==> config.mk <==
export PLATFORM = sky130hd
export DESIGN_NAME = int_alu
export DESIGN_NICKNAME = d
export VERILOG_FILES = /design/src/rtl/int_alu_pkg.sv /design/src/rtl/int_alu_addsub.sv /design/src/rtl/int_alu_logic.sv /design/src/rtl/int_alu_shifter.sv /design/src/rtl/int_alu.sv
export SDC_FILE = /design/constraint.sdc
export NUM_CORES = 1
export LEC_CHECK = 0
export BUFFER_PORTS_ARGS = -buffer_cell sky130_fd_sc_hd__buf_2
export CORE_ASPECT_RATIO = 0.6
export CORE_MARGIN = 5
export CORE_UTILIZATION = 60
export DETAILED_ROUTE_END_ITERATION = 8
export PLACE_DENSITY_LB_ADDON = 0.3
export SLEW_MARGIN = 20
export SYNTH_ARGS = -nofsm -noshare
export SYNTH_HDL_FRONTEND = slang
export SYNTH_SLANG_ARGS = --single-unit
==> constraint.sdc <==
create_clock -name vclk -period 9.2
set_clock_uncertainty 0.05 [all_clocks]
set_input_delay 1.84 -clock vclk [all_inputs]
set_output_delay 1.84 -clock vclk [all_outputs]
set_load 0.1 [all_outputs]
==> src/rtl/int_alu_pkg.sv <==
`timescale 1ns/1ps
package int_alu_pkg;

   typedef enum logic [3:0] {
      OP_ADD  = 4'h0,
      OP_SLL  = 4'h1,
      OP_SLT  = 4'h2,
      OP_SLTU = 4'h3,
      OP_XOR  = 4'h4,
      OP_SRL  = 4'h5,
      OP_OR   = 4'h6,
      OP_AND  = 4'h7,
      OP_SUB  = 4'h8,
      OP_SRA  = 4'hD
   } alu_op_e;

   function automatic logic op_is_valid(input logic [3:0] code);
      case (code)
         OP_ADD, OP_SLL, OP_SLT, OP_SLTU, OP_XOR,
         OP_SRL, OP_OR, OP_AND, OP_SUB, OP_SRA: return 1'b1;
         default:                               return 1'b0;
      endcase
   endfunction

endpackage

==> src/rtl/int_alu_addsub.sv <==
`timescale 1ns/1ps
module int_alu_addsub #(
   parameter int XLEN           = 32,
   parameter bit CMP_FROM_ADDER = 1'b1
) (
   input  logic [XLEN-1:0] a_i,
   input  logic [XLEN-1:0] b_i,
   input  logic            sub_i,
   output logic [XLEN-1:0] sum_o,
   output logic            lt_o,
   output logic            ltu_o
);

   localparam int MSB = XLEN - 1;

   logic [XLEN-1:0] b_eff;
   logic [XLEN:0]   wide;

   assign b_eff = b_i ^ {XLEN{sub_i}};
   assign wide  = {1'b0, a_i} + {1'b0, b_eff} + {{XLEN{1'b0}}, sub_i};
   assign sum_o = wide[MSB:0];

   generate
      if (CMP_FROM_ADDER) begin : g_shared_cmp
         // borrow out of a - b gives unsigned order; sign of the difference,
         // corrected when operand signs differ, gives signed order
         assign ltu_o = ~wide[XLEN];
         assign lt_o  = (a_i[MSB] != b_i[MSB]) ? a_i[MSB] : wide[MSB];
      end else begin : g_split_cmp
         assign ltu_o = (a_i < b_i);
         assign lt_o  = ($signed(a_i) < $signed(b_i));
      end
   endgenerate

   always_comb begin
      if (sub_i && (a_i == b_i)) begin
         a_r7_r8_equal_not_less : assert (!lt_o && !ltu_o)
            else $error("equal operands reported as less");
      end
      if (sub_i && (a_i[MSB] != b_i[MSB])) begin
         a_r7_r8_sign_split : assert (lt_o == !ltu_o)
            else $error("signed/unsigned order inconsistent for mixed signs");
      end
      if (sub_i && (a_i[MSB] == b_i[MSB])) begin
         a_r7_r8_sign_same : assert (lt_o == ltu_o)
            else $error("signed/unsigned order differ for same signs");
      end
   end

endmodule

==> src/rtl/int_alu_logic.sv <==
`timescale 1ns/1ps
module int_alu_logic #(
   parameter int XLEN = 32
) (
   input  logic [XLEN-1:0] a_i,
   input  logic [XLEN-1:0] b_i,
   output logic [XLEN-1:0] and_o,
   output logic [XLEN-1:0] or_o,
   output logic [XLEN-1:0] xor_o
);

   generate
      for (genvar i = 0; i < XLEN; i++) begin : g_bit
         assign and_o[i] = a_i[i] & b_i[i];
         assign or_o[i]  = a_i[i] | b_i[i];
         assign xor_o[i] = a_i[i] ^ b_i[i];
      end
   endgenerate

   always_comb begin
      a_r3_xor_consistent : assert (xor_o == (or_o & ~and_o))
         else $error("logic outputs mutually inconsistent");
   end

endmodule

==> src/rtl/int_alu_shifter.sv <==
`timescale 1ns/1ps
module int_alu_shifter #(
   parameter int XLEN        = 32,
   parameter bit SHARED_PATH = 1'b1,
   localparam int SHW        = $clog2(XLEN)
) (
   input  logic [XLEN-1:0] a_i,
   input  logic [SHW-1:0]  shamt_i,
   input  logic            left_i,
   input  logic            arith_i,
   output logic [XLEN-1:0] y_o
);

   localparam int MSB = XLEN - 1;

   generate
      if (SHARED_PATH) begin : g_shared
         // one right shifter; left shifts run through it bit-reversed
         logic [XLEN-1:0] a_rev;
         logic [XLEN-1:0] r_rev;
         logic [XLEN-1:0] src;
         logic [XLEN-1:0] stg [SHW+1];
         logic            fill;

         for (genvar i = 0; i < XLEN; i++) begin : g_rev
            assign a_rev[i] = a_i[MSB-i];
            assign r_rev[i] = stg[SHW][MSB-i];
         end

         assign src    = left_i ? a_rev : a_i;
         assign fill   = arith_i & ~left_i & a_i[MSB];
         assign stg[0] = src;

         for (genvar s = 0; s < SHW; s++) begin : g_stage
            localparam int DIST = 1 << s;
            assign stg[s+1] = shamt_i[s]
                            ? {{DIST{fill}}, stg[s][MSB:DIST]}
                            : stg[s];
         end

         assign y_o = left_i ? r_rev : stg[SHW];
      end else begin : g_split
         logic [XLEN-1:0] sl;
         logic [XLEN-1:0] sr;
         assign sl  = a_i << shamt_i;
         assign sr  = arith_i ? $unsigned($signed(a_i) >>> shamt_i)
                              : (a_i >> shamt_i);
         assign y_o = left_i ? sl : sr;
      end
   endgenerate

   always_comb begin
      if (shamt_i == '0) begin
         a_r4_r5_zero_distance : assert (y_o == a_i)
            else $error("zero-distance shift altered operand");
      end
      if (!left_i && arith_i && a_i[MSB]) begin
         a_r6_sign_fill : assert (y_o[MSB])
            else $error("arithmetic shift lost sign bit");
      end
      if (!left_i && !arith_i && (shamt_i != '0)) begin
         a_r5_zero_fill : assert (!y_o[MSB])
            else $error("logical right shift filled with one");
      end
      if (left_i && (shamt_i != '0)) begin
         a_r4_low_zero : assert (!y_o[0])
            else $error("left shift filled low bit with one");
      end
   end

endmodule

==> src/rtl/int_alu.sv <==
`timescale 1ns/1ps
module int_alu
   import int_alu_pkg::*;
#(
   parameter int XLEN           = 32,
   parameter bit CMP_FROM_ADDER = 1'b1,
   parameter bit SHARED_SHIFT   = 1'b1
) (
   input  logic [XLEN-1:0] opa_i,
   input  logic [XLEN-1:0] opb_i,
   input  logic [3:0]      op_sel_i,
   output logic [XLEN-1:0] res_o
);

   localparam int SHW = $clog2(XLEN);

   generate
      if ((XLEN < 8) || ((1 << SHW) != XLEN)) begin : g_bad_xlen
         $error("XLEN must be a power of two of at least 8");
      end
   endgenerate

   logic [XLEN-1:0] sum;
   logic            lt;
   logic            ltu;
   logic [XLEN-1:0] v_and;
   logic [XLEN-1:0] v_or;
   logic [XLEN-1:0] v_xor;
   logic [XLEN-1:0] v_shift;
   logic            do_sub;
   logic            sh_left;
   logic            sh_arith;

   assign do_sub   = (op_sel_i != OP_ADD);
   assign sh_left  = (op_sel_i == OP_SLL);
   assign sh_arith = (op_sel_i == OP_SRA);

   int_alu_addsub #(
      .XLEN           (XLEN),
      .CMP_FROM_ADDER (CMP_FROM_ADDER)
   ) u_addsub (
      .a_i   (opa_i),
      .b_i   (opb_i),
      .sub_i (do_sub),
      .sum_o (sum),
      .lt_o  (lt),
      .ltu_o (ltu)
   );

   int_alu_logic #(
      .XLEN (XLEN)
   ) u_logic (
      .a_i   (opa_i),
      .b_i   (opb_i),
      .and_o (v_and),
      .or_o  (v_or),
      .xor_o (v_xor)
   );

   int_alu_shifter #(
      .XLEN        (XLEN),
      .SHARED_PATH (SHARED_SHIFT)
   ) u_shifter (
      .a_i     (opa_i),
      .shamt_i (opb_i[SHW-1:0]),
      .left_i  (sh_left),
      .arith_i (sh_arith),
      .y_o     (v_shift)
   );

   always_comb begin
      case (op_sel_i)
         OP_ADD,
         OP_SUB:  res_o = sum;
         OP_AND:  res_o = v_and;
         OP_OR:   res_o = v_or;
         OP_XOR:  res_o = v_xor;
         OP_SLL,
         OP_SRL,
         OP_SRA:  res_o = v_shift;
         OP_SLT:  res_o = {{(XLEN-1){1'b0}}, lt};
         OP_SLTU: res_o = {{(XLEN-1){1'b0}}, ltu};
         default: res_o = '0;
      endcase
   end

   always_comb begin
      if (op_sel_i == OP_ADD) begin
         a_r1_add_inverse : assert ((res_o - opb_i) == opa_i)
            else $error("sum does not invert");
      end
      if (op_sel_i == OP_SUB) begin
         a_r2_sub_inverse : assert ((res_o + opb_i) == opa_i)
            else $error("difference does not invert");
      end
      if ((op_sel_i == OP_SLT) || (op_sel_i == OP_SLTU)) begin
         a_r7_r8_boolean : assert (res_o[XLEN-1:1] == '0)
            else $error("compare result not 0 or 1");
      end
      if (!op_is_valid(op_sel_i)) begin
         a_r9_unused_zero : assert (res_o == '0)
            else $error("unused code gave nonzero result");
      end
   end

endmodule

==> metrics.md, run 1 <==
| Metric | Value |
|---|---|
| Status | `completed` |
| Iter 0 DRT Violations | `1,313` |
| Slew Viols, Final | `0` |
| Post-CTS setup buffer count | `0` |
| Final-layout clock buffer total | `0` |
| Final ANT Viol Nets | `0` |
| Via density | `7.345` |
| FF/Latch Area | `0 sq um` |
| Worst setup EP type | `primary output` |
| Beginning of the critical path | `op_sel_i[2]` |
| Worst Path Arrival | `6.17 ns` |
| IO Pins | `100` |
| Die width | `148.4 um` |
| Vias in the first global route | `7,265` |
| FP Rows | `30` |
| Starting Density | `0.6127` |
| # nets final | `about 1,100` |
| DR DRC count | `0` |
| Die area | `0.01381 sq mm` |
| Worst EP required | `7.31 ns` |
| Fillers | `1,011` |
| P&R area growth vs syn | `8.088%` |
| Pwr/cell area | `82.95 mW/mm^2` |
| RD Place Congestion | `1.072` |
| Most common cell after layout, fill and taps aside | `buf_2` |
| Hold Vio Cnt, Final | `0` |
| CP Launch Type | `input port` |
| Mean area per synthesized cell | `7.418 sq um` |
| Most frequent cells in the layout | `buf_2, ha_1, nand2_1, nor2_1, inv_1` |
| Total GRT Usage | `0.3963` |
| Total grt overflow | `0` |
| Synth warn | `0` |
| Hold_ws | `4.422 ns` |
| CP max FO | `34` |
| Routed WL | `28,210 um` |
| Share of layout cells above drive strength 1 | `0.1816` |
| Max cap viols | `0` |
| Critical path's largest stage delay | `roughly 0.53 ns` |
| Cts repair resizes | `0` |
| Slew HR | `0.3551` |
| # hold bufs at CTS | `0` |
| Leakage power | `0.003386 uW` |
| Cell area after synthesis | `0.006899 sq mm` |
| Port bufs | `100` |
| FMAX | `about 120 MHz` |
| Min-Delay Path Class | `input port to primary output` |
| FFs & Latches | `0` |
| Critical Path Slowest Stage Cell | `buf_4` |
| Kind of critical path | `input port to primary output` |
| Worst VDD drop | `0.06044 mV` |
| Syn Nets | `1,095` |
| Core Region | `0.01126 sq mm` |
| Slew @ Worst Pin | `0.9644 ns` |
| First-pass GRT wire length | `43,320 um` |
| Final setup fails | `0` |
| Cells after Synth | `930` |
| Final min period | `around 8.1 ns` |
| CP most frequent cell | `buf_2` |
| Wire per inst | `25.10 um` |
| Via count | `between 8,000 and 9,000` |
| Setup_tns | `0 ns` |
| Post-detail-place hpwl | `22,480 um` |
| TritonRoute pass-1 iters | `6` |
| Antenna cell count | `0` |
| Largest net degree at the start of global routing | `37` |
| Antenna violations before repair | `0` |
| Count of cell types in the netlist | `between 70 and 80` |
| Sequential element share of the synthesized area | `0` |
| Cell chain of the critical path | `buf_2, nor4_4, buf_4, mux2i_1, fa_1, a211oi_1, o211a_1, nor4b_1, o211ai_1, a41oi_1, or2_2, a2111oi_0, or3_1, buf_2` |
| RSZ-0062 raised after global routing | `no` |
| Fin crit share | `0.8766` |
| Die Height | `around 93 um` |
| Critical Path End | `res_o[30]` |
==> kinds of logic (layout without fill, tap and decap cells) <==
family | count (synthesis) | count (layout) | synth area share
compound gates | 301 | 301 | 0.3050
xor+xnor | 56 | 56 | 0.07109
fa+ha+maj | 97 | 97 | 0.1770
buf+inv | 143 | 193 | 0.08252
mux | 75 | 75 | 0.1857
simple gates | 258 | 258 | 0.1786
==> through the flow <==
stage / instance area [sq um] / util / instances / power (uW) / setup WS [ns]
2_1_floorplan: 6907 / - / 930 / 441.3 / 0.2556
3_3_place_gp: 7450 / 0.6616 / 1124 / 590.8 / 1.401
3_5_place_dp: 7450 / 0.6616 / 1124 / 593.7 / 1.286
4_1_cts: 7450 / 0.6616 / 1124 / 596.0 / 1.235
5_1_grt: 7457 / 0.6622 / 1124 / 650.9 / 0.7736
6_report: 7457 / 0.6622 / 1124 / 618.6 / 1.135
==> synth_stat cells, types with 5 or more instances <==
library cell   n  share of area
o21ai_0       52          0.038
and3_1         6         0.0054
a21o_1        18          0.020
nor3_1        17          0.012
ha_1          96           0.17
o211ai_1      25          0.027
buf_1         10         0.0054
buf_2          8         0.0058
mux4_2        42           0.14
or2_2          5         0.0045
nor2_1        73          0.040
inv_1         72          0.039
nand2b_1      11          0.010
or3_1          7         0.0063
a211o_1        5         0.0063
nand3_1       23          0.017
nand2_1       80          0.044
a221oi_1      24          0.030
o21a_1         7         0.0076
clkbuf_1      46          0.025
a211oi_1      17          0.018
a221o_1       11          0.016
o311ai_0       6         0.0076
a21oi_1       54          0.039
xnor2_1       44          0.056
a22oi_1       10          0.011
o221ai_1       8          0.010
mux2i_1       29          0.042
o22ai_1       10         0.0091
a31oi_1        9         0.0082
o31ai_1        6         0.0065
xor2_1        12          0.015
nand4_1       13          0.012
==> critical path: cells and delay by family <==
family / cells / cell delay (ns)
adder cells (fa/ha/maj): 1 / 0.50
buffers and inverters: 3 / 1.19
AO/OA/AOI/OAI: 5 / 1.47
multiplexers: 1 / 0.21
AND/OR/NAND/NOR: 4 / 0.93
==> worst min path at each step <==
stage,from,to,slack (ns),depth (start not counted)
after floorplan,opb_i[22],res_o[22],4.25,3
after global placement,opb_i[25],res_o[25],4.42,5
after detailed placement,opb_i[25],res_o[25],4.42,5
after CTS,opb_i[25],res_o[25],4.42,5
after global routing,opb_i[25],res_o[25],4.47,5
final,opb_i[25],res_o[25],4.42,5
==> per-layer routing <==
metal	track usage	up-vias	wire (um)
met3	0.1579	49	5258
met4	0.04766	0	416
met2	0.5448	760	10870
met5	0	-	0
li1	-	3642	-
met1	0.5913	3805	11660
==> area by class of cell <==
type | instances | area, sq um | area share
tap | 144 | 180.2 | 0.02416
timing repair buffer | 118 | 635.6 | 0.08523
multi-input combinational | 787 | 6360 | 0.8529
inverter | 75 | 281.5 | 0.03775
==> power breakdown <==
part / switching [uW] / leakage, uW / internal [uW]
Clock: 0 / 0 / 0
Sequential: 0 / 0 / 0
Combinational: 430 / 0.00339 / 188
(Power assumes the default switching activity.)
==> inputs of run 2 (changes only) <==
--- a/config.mk
+++ b/config.mk
@@ -7,7 +7,7 @@
 export LEC_CHECK = 0
 export BUFFER_PORTS_ARGS = -buffer_cell sky130_fd_sc_hd__buf_2
 export CORE_ASPECT_RATIO = 0.6
-export CORE_MARGIN = 5
+export CORE_MARGIN = 2
 export CORE_UTILIZATION = 60
 export DETAILED_ROUTE_END_ITERATION = 8
 export PLACE_DENSITY_LB_ADDON = 0.3
==> run 2 against run 1 <==
Power is 0.23% higher; clock-buffer cell count did not move; non-clock buffer count unchanged; largest cell class unchanged.
==> metrics.md, run 2 (synthesized netlist as in run 1, its figures left out) <==
| Metric | Value |
|---|---|
| Met3 WL | `4956 um (-5.7%)` |
| P&R area growth vs syn | `7.980%` |
| Largest net degree at the start of global routing | `37 (unchanged)` |
| Most common cell after layout, fill and taps aside | `buf_2` |
| Starting Density | `0.6127 (unchanged)` |
| Post-detail-place hpwl | `22,100 um (-1.7%)` |
| FP Rows | `30 (unchanged)` |
| Die width | `142.4 um (-4.0%)` |
| DR top layer | `met4` |
| Fin crit share | `0.8533 (-0.02325)` |
| Hold Vio Cnt, Final | `0 (unchanged)` |
| Via density | `7.453 (+1.5%)` |
| Antenna cell count | `0 (unchanged)` |
| Die Height | `87.06 um (-6.4%)` |
| Share of layout cells above drive strength 1 | `0.1806 (-0.001020)` |
| Metal-1 WL | `11,820 um (+1.3%)` |
| DR DRC count | `0 (unchanged)` |
| CP Launch Type | `input port` |
| TritonRoute pass-1 iters | `8 (+2)` |
| Worst EP required | `7.31 ns (about the same)` |
| Post-CTS setup buffer count | `0 (unchanged)` |
| Routed WL | `28,030 um (-0.65%)` |
| Worst Hold Depth | `5 (unchanged)` |
| Post-route total power | `620.0 uW (+0.23%)` |
| Total grt overflow | `0 (unchanged)` |
| Slew HR | `0.2561 (-0.09902)` |
| Cts repair resizes | `0 (unchanged)` |
| Most frequent cells in the layout | `buf_2, ha_1, nand2_1, nor2_1, inv_1` |
| Min-Delay Path Class | `input port to primary output` |
| Antenna violations before repair | `1 (+1)` |
| RD Place Congestion | `1.161 (+8.3%)` |
| Via count | `8,377 (+1.5%)` |
| Dpl cells | `1,124 (unchanged)` |
| Final setup fails | `0 (unchanged)` |
| RSZ-0062 raised after global routing | `no` |
| Vias in the first global route | `7,210 (-0.76%)` |
| Die area | `0.01240 sq mm (-10%)` |
| # hold bufs at CTS | `0 (unchanged)` |
| Place WS | `1.458 ns (+0.1723 ns)` |
| Final min period | `7.851 ns (-0.2139 ns)` |
| Detail Route met2 WL | `10,480 um (-3.6%)` |
| Pwr/cell area | `83.23 mW/mm^2 (+0.33%)` |
| FF/Latch Area | `0 sq um (unchanged)` |
| Max cap viols | `0 (unchanged)` |
| # nets final | `1,147 (unchanged)` |
| Final-layout clock buffer total | `0 (unchanged)` |
| Status | `completed` |
| Setup_tns | `0 ns (unchanged)` |
| Worst VDD drop | `0.06066 mV (+0.37%)` |
| Port bufs | `100 (unchanged)` |
| Slew Viols, Final | `0 (unchanged)` |
| Total GRT Usage | `0.4423 (+0.04604)` |
| Setup ws final | `1.349 ns (+0.2139 ns)` |
| Slew @ Worst Pin | `1.116 ns (+0.1514 ns)` |
| Leakage power | `0.003384 uW (about the same)` |
| Core Region | `0.01126 sq mm (unchanged)` |
| Wire per inst | `24.94 um (-0.65%)` |
| Kind of critical path | `input port to primary output` |
| Worst Path Arrival | `5.96 ns (-0.21 ns)` |
| FMAX | `127.4 MHz (+2.7%)` |
| CP max FO | `20 (-41%)` |
| Finished Layout Cells | `1,124 (unchanged)` |
| First-pass GRT wire length | `42,300 um (-2.4%)` |
| FFs & Latches | `0 (unchanged)` |
| Iter 0 DRT Violations | `1,476 (+12%)` |
| Worst setup EP type | `primary output` |
| Final ANT Viol Nets | `0 (unchanged)` |
| IO Pins | `100 (unchanged)` |
[run 2: cell counts in the layout (fill, tap and decap cells not counted)]
Identical to the previous run, type by type.
[run 2: worst paths after layout]
kind | startpoint | slack [ns] | end
worst max-delay path | op_sel_i[2] | 1.35 | res_o[30]
worst min-delay path | opb_i[22] | 4.44 | res_o[22]
[run 2: cell type report]
type	count	area (sq um)
multi-input combinational	787	6352
fill	1029	3811
tap	144	180.2
timing repair buffer	118	635.6
inverter	75	281.5
[run 2: through the flow]
step	area [sq um]	hold WS [ns]	utilization
floorplan	6907	4.249	-
global placement	7450	4.431	0.6616
detailed placement	7450	4.440	0.6616
CTS	7450	4.441	0.6616
global route	7450	4.489	0.6616
finish	7450	4.444	0.6616
[run 2: per-layer routing]
metal	global-route usage	vias up
met4	0.08191	0
li1	-	3637
met1	0.6703	3925
met2	0.5885	739
met5	0	-
met3	0.1671	76
[run 2: report_power, final]
group          leakage (uW)  switching (uW)  internal [uW]
Clock                     0               0              0
Sequential                0               0              0
Combinational       0.00338             431            189
[run 2: worst max-delay path, stage by stage]
cell       delay, ns
buf_2           0.25
nor4_4          0.34
buf_4           0.36
mux2i_1         0.16
fa_1            0.48
a211oi_1        0.30
o211a_1         0.24
nor4b_1         0.08
o211ai_1        0.28
a41oi_1         0.29
or2_2           0.38
a2111oi_0       0.37
or3_1           0.15
buf_2           0.41
==> inputs of run 3 (changes only) <==
--- a/config.mk
+++ b/config.mk
@@ -6,9 +6,11 @@
 export NUM_CORES = 1
 export LEC_CHECK = 0
 export BUFFER_PORTS_ARGS = -buffer_cell sky130_fd_sc_hd__buf_2
+export CELL_PAD_IN_SITES_DETAIL_PLACEMENT = 0
+export CELL_PAD_IN_SITES_GLOBAL_PLACEMENT = 2
 export CORE_ASPECT_RATIO = 0.6
 export CORE_MARGIN = 2
-export CORE_UTILIZATION = 60
+export CORE_UTILIZATION = 38
 export DETAILED_ROUTE_END_ITERATION = 8
 export PLACE_DENSITY_LB_ADDON = 0.3
 export SLEW_MARGIN = 20
==> run 3 against run 2 <==
Combinational power about the same; highest routed layer is now met5; flip-flop and latch count is the same; cell count up 8.8%.
==> metrics.md, run 3 (synthesized netlist as in run 1, its figures left out) <==
| Metric | Value |
|---|---|
| Worst Path Arrival | `6.02 ns (+0.06 ns)` |
| Antenna violations before repair | `0 (-1)` |
| FP Rows | `38 (+27%)` |
| Setup_tns | `0 ns (unchanged)` |
| Leakage power | `0.003402 uW (+0.51%)` |
| Die area | `0.01928 sq mm (+56%)` |
| IO Pins | `100 (unchanged)` |
| Worst EP required | `7.31 ns (about the same)` |
| Fillers | `1,912 (+86%)` |
| Multi-input logic area | `0.006357 sq mm (about the same)` |
| Starting Density | `0.3849 (-0.2278)` |
| Worst Hold Depth | `4 (-1)` |
| Core Region | `0.01792 sq mm (+59%)` |
| Post-CTS setup buffer count | `0 (unchanged)` |
| DR DRC count | `0 (unchanged)` |
| Setup ws final | `1.293 ns (-0.05660 ns)` |
| Fin crit share | `0.8595 (+0.006152)` |
| # nets final | `1,150 (+0.26%)` |
| Design area | `0.007610 sq mm (+2.1%)` |
| Die width | `178.0 um (+25%)` |
| TritonRoute pass-1 iters | `6 (-2)` |
| Slew @ Worst Pin | `0.8950 ns (-0.2209 ns)` |
| Final ANT Viol Nets | `0 (unchanged)` |
| FF/Latch Area | `0 sq um (unchanged)` |
| Most common cell after layout, fill and taps aside | `buf_2` |
| Final setup fails | `0 (unchanged)` |
| Die Height | `108.4 um (+24%)` |
| Cts repair resizes | `0 (unchanged)` |
| Min-Delay Path Class | `input port to primary output` |
| CP Launch Type | `input port` |
| Vias in the first global route | `7,248 (+0.53%)` |
| Share of layout cells above drive strength 1 | `0.1841 (+0.003518)` |
| RD Place Congestion | `1.095 (-5.7%)` |
| Post-detail-place hpwl | `24,700 um (+12%)` |
| Hold Path Origin | `op_sel_i[2]` |
| Total grt overflow | `0 (unchanged)` |
| FFs & Latches | `0 (unchanged)` |
| RSZ-0062 raised after global routing | `no` |
| Antenna cell count | `0 (unchanged)` |
| Total GRT Usage | `0.3183 (-0.1241)` |
| FMAX | `126.5 MHz (-0.72%)` |
| Status | `completed` |
| # hold bufs at CTS | `0 (unchanged)` |
| Slew Viols, Final | `0 (unchanged)` |
| Kind of critical path | `input port to primary output` |
| Utilization after layout | `0.4245 (-0.2370)` |
| Most frequent cells in the layout | `buf_2, ha_1, nand2_1, nor2_1, inv_1` |
| Final-layout clock buffer total | `0 (unchanged)` |
| Routed WL | `30,870 um (+10%)` |
| Port bufs | `100 (unchanged)` |
| Via count | `8,051 (-3.9%)` |
| Largest net degree at the start of global routing | `37 (unchanged)` |
| Worst setup EP type | `primary output` |
| Iter 0 DRT Violations | `925 (-37%)` |
| Via density | `6.583 (-12%)` |
| Place WS | `1.407 ns (-0.05131 ns)` |
| First-pass GRT wire length | `46,440 um (+9.8%)` |
| Placed instance area | `0.007610 sq mm (+2.1%)` |
| Pwr/cell area | `81.23 mW/mm^2 (-2.4%)` |
| P&R area growth vs syn | `10.30%` |
| CP max FO | `16 (-20%)` |
| Final min period | `7.907 ns (+0.05660 ns)` |
| Wire per inst | `25.24 um (+1.2%)` |
| Worst VDD drop | `0.04827 mV (-20%)` |
| Hold Vio Cnt, Final | `0 (unchanged)` |
| Slew HR | `0.3987 (+0.1426)` |
| Endpoint, Worst Hold | `res_o[1]` |
| Max cap viols | `0 (unchanged)` |
run 3: changes by cell type in the layout (fill, tap and decap cells not counted), sizes merged:
cell / previous run / this run
buf: 118 / 121
run 3: layout make-up:
type | count | area share
well taps | 240 | 0.03946
multi-input cells | 787 | 0.8354
repair buffers | 121 | 0.08813
inverters | 75 | 0.03699
run 3: power breakdown:
part / internal (uW) / switching (uW)
combinational: 190 / 428
clock: 0 / 0
sequential: 0 / 0
total: 190 / 428
run 3: layer usage:
layer | wire length [um] | GRT usage | vias up
met2 | 12080 | 0.4524 | 491
met4 | 463 | 0.03220 | 2
met3 | 3967 | 0.08896 | 44
met1 | 14250 | 0.4805 | 3868
met5 | 112 | 0.04427 | -
li1 | - | - | 3646
run 3: through the flow:
| stage | hold WS [ns] | instances | power, uW |
|---|---|---|---|
| floorplan | 4.249 | 930 | 441.3 |
| global placement | 4.356 | 1223 | 608.9 |
| detailed placement | 4.342 | 1223 | 602.5 |
| CTS | 4.349 | 1223 | 605.1 |
| global route | 4.369 | 1223 | 656.8 |
| finish | 4.343 | 1223 | 618.1 |
run 3: how the worst max path moves through the flow:
stage | end | from | slack (ns)
2_1_floorplan | res_o[28] | op_sel_i[2] | 0.26
5_1_grt | res_o[30] | op_sel_i[3] | 1.06
6_report | res_o[22] | op_sel_i[3] | 1.29
3_3_place_gp | res_o[22] | op_sel_i[3] | 1.43
4_1_cts | res_o[22] | op_sel_i[3] | 1.37
3_5_place_dp | res_o[30] | op_sel_i[3] | 1.41
run 3: worst max-delay path, cell delays in order:
cell	delay, ns
buf_2	0.19
nor4_4	0.30
buf_4	0.34
xnor2_1	0.12
ha_1	0.40
o211ai_1	0.15
o211a_1	0.26
nor4b_1	0.53
o21ai_0	0.35
o31ai_1	0.51
a21o_1	0.20
a211oi_1	0.08
o311ai_2	0.25
buf_2	0.48
